===== src/rtl/eeprom_wp_pkg.sv =====
package eeprom_wp_pkg;

  typedef enum logic [2:0] {
    OP_NOP     = 3'd0,
    OP_WEL_SET = 3'd1,
    OP_WEL_CLR = 3'd2,
    OP_STAT_RD = 3'd3,
    OP_STAT_WR = 3'd4,
    OP_ARR_WR  = 3'd5
  } wp_op_e;

  localparam int unsigned STAT_W      = 8;
  localparam int unsigned BIT_BUSY    = 0;
  localparam int unsigned BIT_LATCH   = 1;
  localparam int unsigned BIT_LVL_LO  = 2;
  localparam int unsigned BIT_LVL_HI  = 3;
  localparam int unsigned BIT_LOCK_EN = 7;

endpackage


===== src/rtl/wp_range_check.sv =====
module wp_range_check #(
  parameter int unsigned ADDR_W = 15
) (
  input  logic [1:0]        level,
  input  logic [ADDR_W-1:0] addr,
  output logic              hit
);
  localparam logic [ADDR_W:0] SPAN  = (ADDR_W+1)'(1) << ADDR_W;
  localparam logic [ADDR_W:0] HALF  = SPAN >> 1;
  localparam logic [ADDR_W:0] QUART = SPAN >> 2;
  localparam logic [ADDR_W-1:0] TOP_QUARTER = ADDR_W'(HALF + QUART);
  localparam logic [ADDR_W-1:0] TOP_HALF    = ADDR_W'(HALF);

  always_comb begin
    unique case (level)
      2'b00:   hit = 1'b0;
      2'b01:   hit = (addr >= TOP_QUARTER);
      2'b10:   hit = (addr >= TOP_HALF);
      default: hit = 1'b1;
    endcase
  end
endmodule


===== src/rtl/wp_cycle_timer.sv =====
module wp_cycle_timer #(
  parameter int unsigned CYCLES = 16
) (
  input  logic clk,
  input  logic rst_n,
  input  logic start,
  output logic busy,
  output logic done
);
  localparam int unsigned CNT_W = (CYCLES > 1) ? $clog2(CYCLES) : 1;
  localparam logic [CNT_W-1:0] LOAD = CNT_W'(CYCLES - 1);

  logic             busy_q, busy_d;
  logic [CNT_W-1:0] cnt_q, cnt_d;

  assign done = busy_q && (cnt_q == '0);
  assign busy = busy_q;

  always_comb begin
    busy_d = busy_q;
    cnt_d  = cnt_q;
    if (start) begin
      busy_d = 1'b1;
      cnt_d  = LOAD;
    end else if (done) begin
      busy_d = 1'b0;
    end else if (busy_q) begin
      cnt_d  = cnt_q - 1'b1;
    end
  end

  always_ff @(posedge clk or negedge rst_n) begin
    if (!rst_n) begin
      busy_q <= 1'b0;
      cnt_q  <= '0;
    end else begin
      busy_q <= busy_d;
      cnt_q  <= cnt_d;
    end
  end
endmodule


===== src/rtl/wp_status_fmt.sv =====
module wp_status_fmt
  import eeprom_wp_pkg::*;
(
  input  logic              busy,
  input  logic              lock_en,
  input  logic [1:0]        level,
  input  logic              latch,
  output logic [STAT_W-1:0] stat
);
  always_comb begin
    stat = '0;
    if (busy) begin
      stat = '1;
    end else begin
      stat[BIT_LOCK_EN] = lock_en;
      stat[BIT_LVL_HI]  = level[1];
      stat[BIT_LVL_LO]  = level[0];
      stat[BIT_LATCH]   = latch;
      stat[BIT_BUSY]    = 1'b0;
    end
  end
endmodule


===== src/rtl/eeprom_wp_ctrl.sv =====
module eeprom_wp_ctrl
  import eeprom_wp_pkg::*;
#(
  parameter int unsigned ADDR_W       = 15,
  parameter int unsigned DATA_W       = 8,
  parameter int unsigned WRITE_CYCLES = 16
) (
  input  logic              clk,
  input  logic              rst_n,
  input  logic              cmd_valid,
  input  logic [2:0]        cmd_op,
  input  logic [ADDR_W-1:0] cmd_addr,
  input  logic [DATA_W-1:0] cmd_data,
  input  logic              wp_n,
  output logic [STAT_W-1:0] status_byte,
  output logic              busy,
  output logic              array_wr,
  output logic [ADDR_W-1:0] array_wr_addr,
  output logic [DATA_W-1:0] array_wr_data
);
  // reset: asserted asynchronously, released through two flops
  logic [1:0] rst_sync_q;
  logic       rst_int_n;

  always_ff @(posedge clk or negedge rst_n) begin
    if (!rst_n) rst_sync_q <= 2'b00;
    else        rst_sync_q <= {rst_sync_q[0], 1'b1};
  end
  assign rst_int_n = rst_sync_q[1];

  wp_op_e op;
  assign op = wp_op_e'(cmd_op);

  // state
  logic              latch_q, latch_d;
  logic [1:0]        level_q, level_d;
  logic              lock_q, lock_d;
  logic              pend_q, pend_d;
  logic [1:0]        pend_level_q, pend_level_d;
  logic              pend_lock_q, pend_lock_d;
  logic              stb_q, stb_d;
  logic [ADDR_W-1:0] stb_addr_q, stb_addr_d;
  logic [DATA_W-1:0] stb_data_q, stb_data_d;

  logic tmr_start, tmr_busy, tmr_done;
  logic addr_hit;
  logic stat_locked;

  wp_range_check #(.ADDR_W(ADDR_W)) u_range (
    .level (level_q),
    .addr  (cmd_addr),
    .hit   (addr_hit)
  );

  wp_cycle_timer #(.CYCLES(WRITE_CYCLES)) u_timer (
    .clk   (clk),
    .rst_n (rst_int_n),
    .start (tmr_start),
    .busy  (tmr_busy),
    .done  (tmr_done)
  );

  wp_status_fmt u_fmt (
    .busy    (tmr_busy),
    .lock_en (lock_q),
    .level   (level_q),
    .latch   (latch_q),
    .stat    (status_byte)
  );

  assign stat_locked = lock_q && !wp_n;

  // next state
  always_comb begin
    latch_d      = latch_q;
    level_d      = level_q;
    lock_d       = lock_q;
    pend_d       = pend_q;
    pend_level_d = pend_level_q;
    pend_lock_d  = pend_lock_q;
    stb_d        = 1'b0;
    stb_addr_d   = stb_addr_q;
    stb_data_d   = stb_data_q;
    tmr_start    = 1'b0;

    if (tmr_busy) begin
      if (tmr_done) begin
        latch_d = 1'b0;
        if (pend_q) begin
          level_d = pend_level_q;
          lock_d  = pend_lock_q;
          pend_d  = 1'b0;
        end
      end
    end else if (cmd_valid) begin
      unique case (op)
        OP_WEL_SET: latch_d = 1'b1;
        OP_WEL_CLR: latch_d = 1'b0;
        OP_STAT_WR: begin
          if (latch_q) begin
            if (stat_locked) begin
              latch_d = 1'b0;
            end else begin
              tmr_start    = 1'b1;
              pend_d       = 1'b1;
              pend_level_d = {cmd_data[BIT_LVL_HI], cmd_data[BIT_LVL_LO]};
              pend_lock_d  = cmd_data[BIT_LOCK_EN];
            end
          end
        end
        OP_ARR_WR: begin
          if (latch_q) begin
            if (addr_hit) begin
              latch_d = 1'b0;
            end else begin
              tmr_start  = 1'b1;
              stb_d      = 1'b1;
              stb_addr_d = cmd_addr;
              stb_data_d = cmd_data;
            end
          end
        end
        default: ;
      endcase
    end
  end

  // registers
  always_ff @(posedge clk or negedge rst_int_n) begin
    if (!rst_int_n) begin
      latch_q      <= 1'b0;
      level_q      <= 2'b00;
      lock_q       <= 1'b0;
      pend_q       <= 1'b0;
      pend_level_q <= 2'b00;
      pend_lock_q  <= 1'b0;
      stb_q        <= 1'b0;
      stb_addr_q   <= '0;
      stb_data_q   <= '0;
    end else begin
      latch_q      <= latch_d;
      level_q      <= level_d;
      lock_q       <= lock_d;
      pend_q       <= pend_d;
      pend_level_q <= pend_level_d;
      pend_lock_q  <= pend_lock_d;
      stb_q        <= stb_d;
      stb_addr_q   <= stb_addr_d;
      stb_data_q   <= stb_data_d;
    end
  end

  assign busy          = tmr_busy;
  assign array_wr      = stb_q;
  assign array_wr_addr = stb_addr_q;
  assign array_wr_data = stb_data_q;

endmodule


===== config.mk =====
export PLATFORM = sky130hd
export DESIGN_NAME = eeprom_wp_ctrl
export DESIGN_NICKNAME = d
export VERILOG_FILES = /design/src/rtl/eeprom_wp_pkg.sv /design/src/rtl/wp_range_check.sv /design/src/rtl/wp_cycle_timer.sv /design/src/rtl/wp_status_fmt.sv /design/src/rtl/eeprom_wp_ctrl.sv
export SDC_FILE = /design/constraint.sdc
export NUM_CORES = 1
export LEC_CHECK = 0
export BUFFER_PORTS_ARGS = -buffer_cell sky130_fd_sc_hd__buf_2
export CORE_ASPECT_RATIO = 1.4
export CORE_MARGIN = 2
export CORE_UTILIZATION = 49
export CTS_CLUSTER_DIAMETER = 40
export CTS_CLUSTER_SIZE = 20
export DETAILED_ROUTE_END_ITERATION = 8
export HOLD_SLACK_MARGIN = 0.03
export PLACE_DENSITY_LB_ADDON = 0.2
export SKIP_LAST_GASP = 1
export SLEW_MARGIN = 0
export SYNTH_ARGS = -nofsm -noshare
export SYNTH_HDL_FRONTEND = slang
export SYNTH_SLANG_ARGS = --single-unit

===== constraint.sdc =====
create_clock -name clk -period 1.46 [get_ports clk]
set_input_delay 0.292 -clock clk [delete_from_list [all_inputs] [get_ports clk]]
set_output_delay 0.292 -clock clk [all_outputs]
set_load 0.005 [all_outputs]

Yosys cells after proc, flatten, opt, wreduce, memory -nomap -nowiden --
Index checks and enable logic that the tools add are counted.
Storage, ports and cells: flip-flop bits (word level) 39, input port bits 30, output and inout port bits 33, logic and storage cells 71
Cells by class: $add $sub $neg 1, magnitude comparators 2, eq/ne operators 9, multiplexer cells 27, bitwise operators 3, reduce and logical (&&, ||, !) cells 17
Operator list (count):
- 15-bit >= comparator (second input constant) | 2
- 1-bit 2-to-1 mux | 19
- 4-bit 2-to-1 mux | 4
- 5-bit AND reduction | 3
- 2-bit nonzero test | 5
- 3-bit == test (second input constant) | 2
- 3-bit AND reduction | 2
- 5-bit nonzero test | 1
- 4-bit zero test | 1
- 2-bit != test (second input constant) | 2
- 1-bit case mux with 4 select lines | 1
- 4-bit by 1-bit subtractor with 4-bit output (second input constant) | 1
- 3-bit by 1-bit == test with 1-bit output (second input constant) | 1
- 3-bit by 2-bit == test with 1-bit output (second input constant) | 1
- 3-bit 2-to-1 mux | 1
- 1-bit inverter | 3
- 1-bit case mux with 3 select lines | 1
- 2-bit by 1-bit == test with 1-bit output (second input constant) | 1
- 2-bit == test (second input constant) | 1
- 1-bit logical AND | 2
- 2-bit zero test | 1
- 2-bit by 1-bit != test with 1-bit output (second input constant) | 1
- 1-bit case mux with 2 select lines | 1
- 2-bit AND reduction | 1
- 1-bit zero test | 1

Depth between registers and ports, before layout --
depth in word-level cells 9, mapped depth 6, depth with buffers taken out 6

Modules after synthesis --
Synthesis repeated with hierarchy kept, for this count alone.
Second synthesis, totals: cells, all modules 121, area total of the unflattened synthesis 1712.9 sq um
By module, submodules not included:
- eeprom_wp_ctrl | instances 1, cells each 84, area an instance 1381.3 sq um, seq. area each 850.8 sq um
- wp_cycle_timer | instances 1, cells each 26, area an instance 262.8 sq um, seq. area each 125.1 sq um
- wp_status_fmt | instances 1, cells each 8, area an instance 55.1 sq um, seq. area each 0.0 sq um
- wp_range_check | instances 1, cells each 3, area an instance 13.8 sq um, seq. area each 0.0 sq um

Worst setup path after synthesis --
Ideal clock, no wire load.
path type register to register, start register u_timer.cnt_q[0], end register u_timer.cnt_q[0], library setup time 139 ps, data arrival time 1390 ps, required time 1321 ps, slack -70 ps, stages on the path, launching flop included 7, path buffers 0, clock period less this slack 1530 ps, cell sequence dfrtp_1 -> inv_1 -> ha_1 -> or3b_2 -> nand2_1 -> xnor2_1 -> nand2_1
Between the ends: longest elaborated chain between the ends 4, elaborated cells between the ends (all ways) 8, those cells by class add/sub (1); eq/ne (1); mux (3); reduce/logical (3)
Ends and longest elaborated chain:
- start: declaration | RTL line wp_cycle_timer.sv:14 | logic [CNT_W-1:0] cnt_q, cnt_d;
- start signal: assignment | RTL line wp_cycle_timer.sv:38 | cnt_q <= cnt_d;
- 4-bit by 1-bit subtractor with 4-bit output / 4-bit zero test (equally long branches) | RTL line wp_cycle_timer.sv:28, wp_cycle_timer.sv:16
- 4-bit 2-to-1 mux / 1-bit logical AND (equally long branches) | RTL line wp_cycle_timer.sv:27, wp_cycle_timer.sv:16
- 4-bit 2-to-1 mux / 2-bit != test (equally long branches)
- 4-bit 2-to-1 mux / 2-bit AND reduction (equally long branches)
Parallel ways exist; a longest one is shown, timed or not. The select of a mux whose other input is x is not followed. A chain may end at the register's enable or synchronous reset.

Worst setup path in the final report --
start register level_q[0], end register stb_addr_q[9] (netlist: array_wr_addr[9])
Between the ends: longest elaborated chain between the ends 4, elaborated cells between the ends (all ways) 6, those cells by class eq/ne (2); mux (1); bitwise (1); reduce/logical (2)
Ends and longest elaborated chain:
- start: declaration | RTL line eeprom_wp_ctrl.sv:36 | logic [1:0] level_q, level_d;
- start signal: assignment | RTL line eeprom_wp_ctrl.sv:142 | level_q <= level_d;
- 2-bit == test (tied with other cells) | RTL line wp_range_check.sv:15 | unique case (level)
- 1-bit case mux with 3 select lines (*) | RTL line wp_range_check.sv:15
- 1-bit inverter (no source line) (*)
- 5-bit AND reduction (no source line) (*)
- end signal: assignment | RTL line eeprom_wp_ctrl.sv:148 | stb_addr_q <= stb_addr_d;
- end: declaration | RTL line eeprom_wp_ctrl.sv:42 | logic [ADDR_W-1:0] stb_addr_q, stb_addr_d;
Every way passes the cells marked *; elsewhere a longest branch is shown, timed or not.

==> results.py <==
metrics = {
    "status": {
        "status": "complete, but fails checks",
        "failed_checks": "setup timing",
    },
    "synthesis": {
        "netlist_area_sq_um": 1740,
        "synth_top_area_cell": "sky130_fd_sc_hd__dfrtp_1",
        "syn-instance-count": 124,
        "async_reset_ff_share_pct": 100,
        "part_of_the_yosys_area_used_for_sequential_elements_pct": 56.1,
        "synthesis.nets": 156,
        "yosysUniqueCellTypes": 30,
        "number_of_enable_flip_flop_cells_after_synthesis": 0,
        "avgSynthCellArea_sq_um": 14.0,
        "synth_warnings": 0,
        "yosysTopAreaCellShare_pct": 56.1,
        "yosys-top-cells-area": "sky130_fd_sc_hd__dfrtp_1, sky130_fd_sc_hd__mux2_4, sky130_fd_sc_hd__mux2_2, sky130_fd_sc_hd__nand2_1, sky130_fd_sc_hd__buf_4",
        "ys_dominant_reg_cell": "sky130_fd_sc_hd__dfrtp_1",
        "synth-seq-cells": 39,
    },
    "setup_path": {
        "rr_startpoint": "level_q[0]",
        "timing.critical_path.arrival_ns": 1.66,
        "reg2reg_to": "array_wr_addr[9]",
        "critPathLaunchType": "flop",
        "critical_path_required_ns": 1.63,
        "critical_path_sink_type": "flop",
        "ff2ff_path_depth": 5,
        "reg2reg_slack_ns": -0.03,
        "critical_path_peak_fanout": 7,
        "cp-startpoint": "level_q[0]",
        "timing.critical_path.to": "array_wr_addr[9]",
        "path_class": "flop to flop",
    },
    "power": {
        "ir_worst_vdd_mv": 1.42,
        "power.density_cell_area_nw_per_um2": 1800,
        "power.share.combinational_pct": 44.0,
        "leakagePower_nw": 1.34,
        "sequentialPowerShare_pct": 40.9,
        "total_switching_power_mw": 1.32,
        "power_report.internal_total_mw": 3.06,
        "power_switching_share_pct": 30.1,
        "total_power_mw": 4.38,
        "clkPwrFrac_pct": 15.1,
    },
    "timing": {
        "layout_setup_ws_ns": -0.0291,
        "tns_ns": -0.247,
        "grt_setup_unrepaired": "yes",
        "hold_slack_ns": 0.232,
        "report.final.setup_viol": 20,
        "fmax_ghz": 0.672,
        "fin_crit_sh_pct": 102,
        "slew_viol_final": 0,
        "final-hold-violation-count": 0,
        "period_needed_ns": 1.49,
        "finClkSkew_ns": 0.00364,
    },
    "global_route": {
        "largest_net_degree_at_the_start_of_global_routing": 38,
        "antenna_found_initial": 0,
        "globalRouteTotalUtil_pct": 18.7,
        "grt_pass1_wl_mm": 5.32,
        "number_of_global_route_vias_before_repair": 1192,
        "global_route.overflow_total": 0,
    },
    "floorplan": {
        "die_y_um": 74.5,
        "std_cell_rows": 25,
        "placeableCoreArea_sq_um": 3380,
        "floorplan.initialDensity_pct": 51.5,
        "io_pins": 63,
        "floorplan.die_area_sq_um": 4050,
        "die_w_um": 54.4,
    },
    "layout": {
        "postLayoutCellArea_sq_um": 2430,
        "finalNetCount": 238,
        "fin_util_pct": 72.0,
        "multi_input_area_sq_um": 781,
        "flow.area_growth_from_synthesis_pct": 39.9,
        "diodes": 0,
        "post_route_cells_drive_above_1_share_pct": 67.3,
        "layout_commonest_cell": "sky130_fd_sc_hd__buf_2",
        "final-instance-count-excl-fill": 245,
        "area.sequential_sq_um": 976,
        "layout_fillers": 244,
        "most-common-layout-cells": "sky130_fd_sc_hd__buf_2, sky130_fd_sc_hd__dfrtp_1, sky130_fd_sc_hd__mux2_4, sky130_fd_sc_hd__buf_4, sky130_fd_sc_hd__nand2_1",
    },
    "clocking": {
        "cts.clk_slew.worst_paths_ns": 0.07,
        "root_buffer_cell": "sky130_fd_sc_hd__clkbuf_8",
        "ctsHtreeMaxLevel": 2,
        "tritoncts": "built",
        "total_clock_buffers_created_by_cts": 5,
        "cts-root-to-sink-buffers": 2,
        "sinks_on_clock_net": 39,
        "clk-insertion-delay-late_ns": 0.28,
    },
    "routing": {
        "viasPerCell": 5.09,
        "antenna_violating_nets_left": 0,
        "detailroute.via_count": 1247,
        "wire_per_inst_um": 14.5,
        "first_pass_drt_iterations": 4,
        "drt-initial-drc-count": 14,
        "drt_wl_total_mm": 3.56,
        "route.detailed.drc": 0,
    },
    "placed_design": {
        "portBuffers": 62,
        "detailed_place.area_sq_um": 2160,
        "place_worst_setup_slack_ns": -0.0522,
        "dp.cells": 231,
        "place.detailed.hpwl_mm": 2.48,
        "place_congestion": 0.735,
    },
    "flow_run": {
        "maxCapViolCount": 0,
    },
    "hold_path": {
        "hp-class": "input port to flop",
    },
}
[kinds of logic after synthesis]
kind of cell,count (synthesis),synth area share [%]
compound gates,10,3.67
xor+xnor,2,1.01
fa+ha+maj,2,1.44
buf+inv,11,4.17
flops,39,56.1
mux,30,23.5
other cells,1,0.216
simple gates,29,9.86
[cell type report]
type	count	area share (%)
Sequential cell	39	40.1
Multi-Input combinational cell	74	32.1
Timing Repair Buffer	82	22.0
Clock buffer	5	2.83
Tap cell	40	2.06
Inverter	4	0.617
Clock inverter	1	0.309
[Yosys cell counts (all sizes together) (2+ instances only)]
cell and instances:
a21oi 4, buf 7, dfrtp 39, ha 2, inv 4, mux2 30
nand2 11, nor2 2, nor2b 2, nor3 2, nor3b 2, o21ai 2
or2 4, xnor2 2
[worst min-delay path by stage]
| stage | start | end | slack (ns) | cells after the start |
|---|---|---|---|---|
| after CTS | cmd_addr[12] | array_wr_addr[12] | 0.22 | 2 |
| after floorplan | rst_n | rst_sync_q[0] | -0.004 | 0 |
| after global placement | rst_n | rst_sync_q[1] | 0.08 | 1 |
| after detailed placement | rst_n | rst_sync_q[0] | 0.08 | 1 |
| after global routing | cmd_addr[4] | array_wr_addr[4] | 0.22 | 2 |
| final | cmd_addr[12] | array_wr_addr[12] | 0.23 | 2 |
[worst max-delay path, stage by stage (launching register included)]
cell,delay (ns)
sky130_fd_sc_hd__dfrtp_1,0.42
sky130_fd_sc_hd__a21oi_2,0.13
sky130_fd_sc_hd__o2111a_2,0.26
sky130_fd_sc_hd__nand2_4,0.09
sky130_fd_sc_hd__clkbuf_16,0.18
sky130_fd_sc_hd__mux2_4,0.30
[sequential cells by signal (all words and copies together) (netlist names)]
name and cells:
array_wr_addr 15, array_wr_data 8, u_timer.cnt_q 4, level_q 2
pend_level_q 2, rst_sync_q 2, array_wr 1, latch_q 1
lock_q 1, pend_lock_q 1, pend_q 1, u_timer.busy 1
[power groups by stage]
stage | clock network, mW | registers, mW | logic [mW]
after floorplan | 0 | 1.78 | 0.920
after CTS | 0.686 | 1.77 | 1.67
after global routing | 0.733 | 1.85 | 2.13
after global placement | 0 | 1.74 | 1.50
final | 0.661 | 1.79 | 1.93
after detailed placement | 0 | 1.76 | 1.57
[timing repair]
| item | in CTS | in global routing |
|---|---|---|
| hold endpoints to repair | 2 | 0 |
| pin swaps | 2 | 6 |
| hold buffers | 1 | 0 |
| endpoints found under the setup margin | 12 | 37 |
| cloned | 0 | 1 |
| setup buffers | 4 | 2 |
| resized for setup | 4 | 22 |
[metal layers]
layer / routed length, um / vias to the layer above / track usage [%] / share of wire, %
met1: 1340 / 609 / 21.6 / 38
met4: 36 / 0 / 6.67 / 1.0
met2: 1970 / 51 / 32.1 / 55
met5: 0 / - / 0 / 0
met3: 217 / 4 / 5.62 / 6.1
li1: - / 583 / - / -
Power figures use the tool's default switching activity.
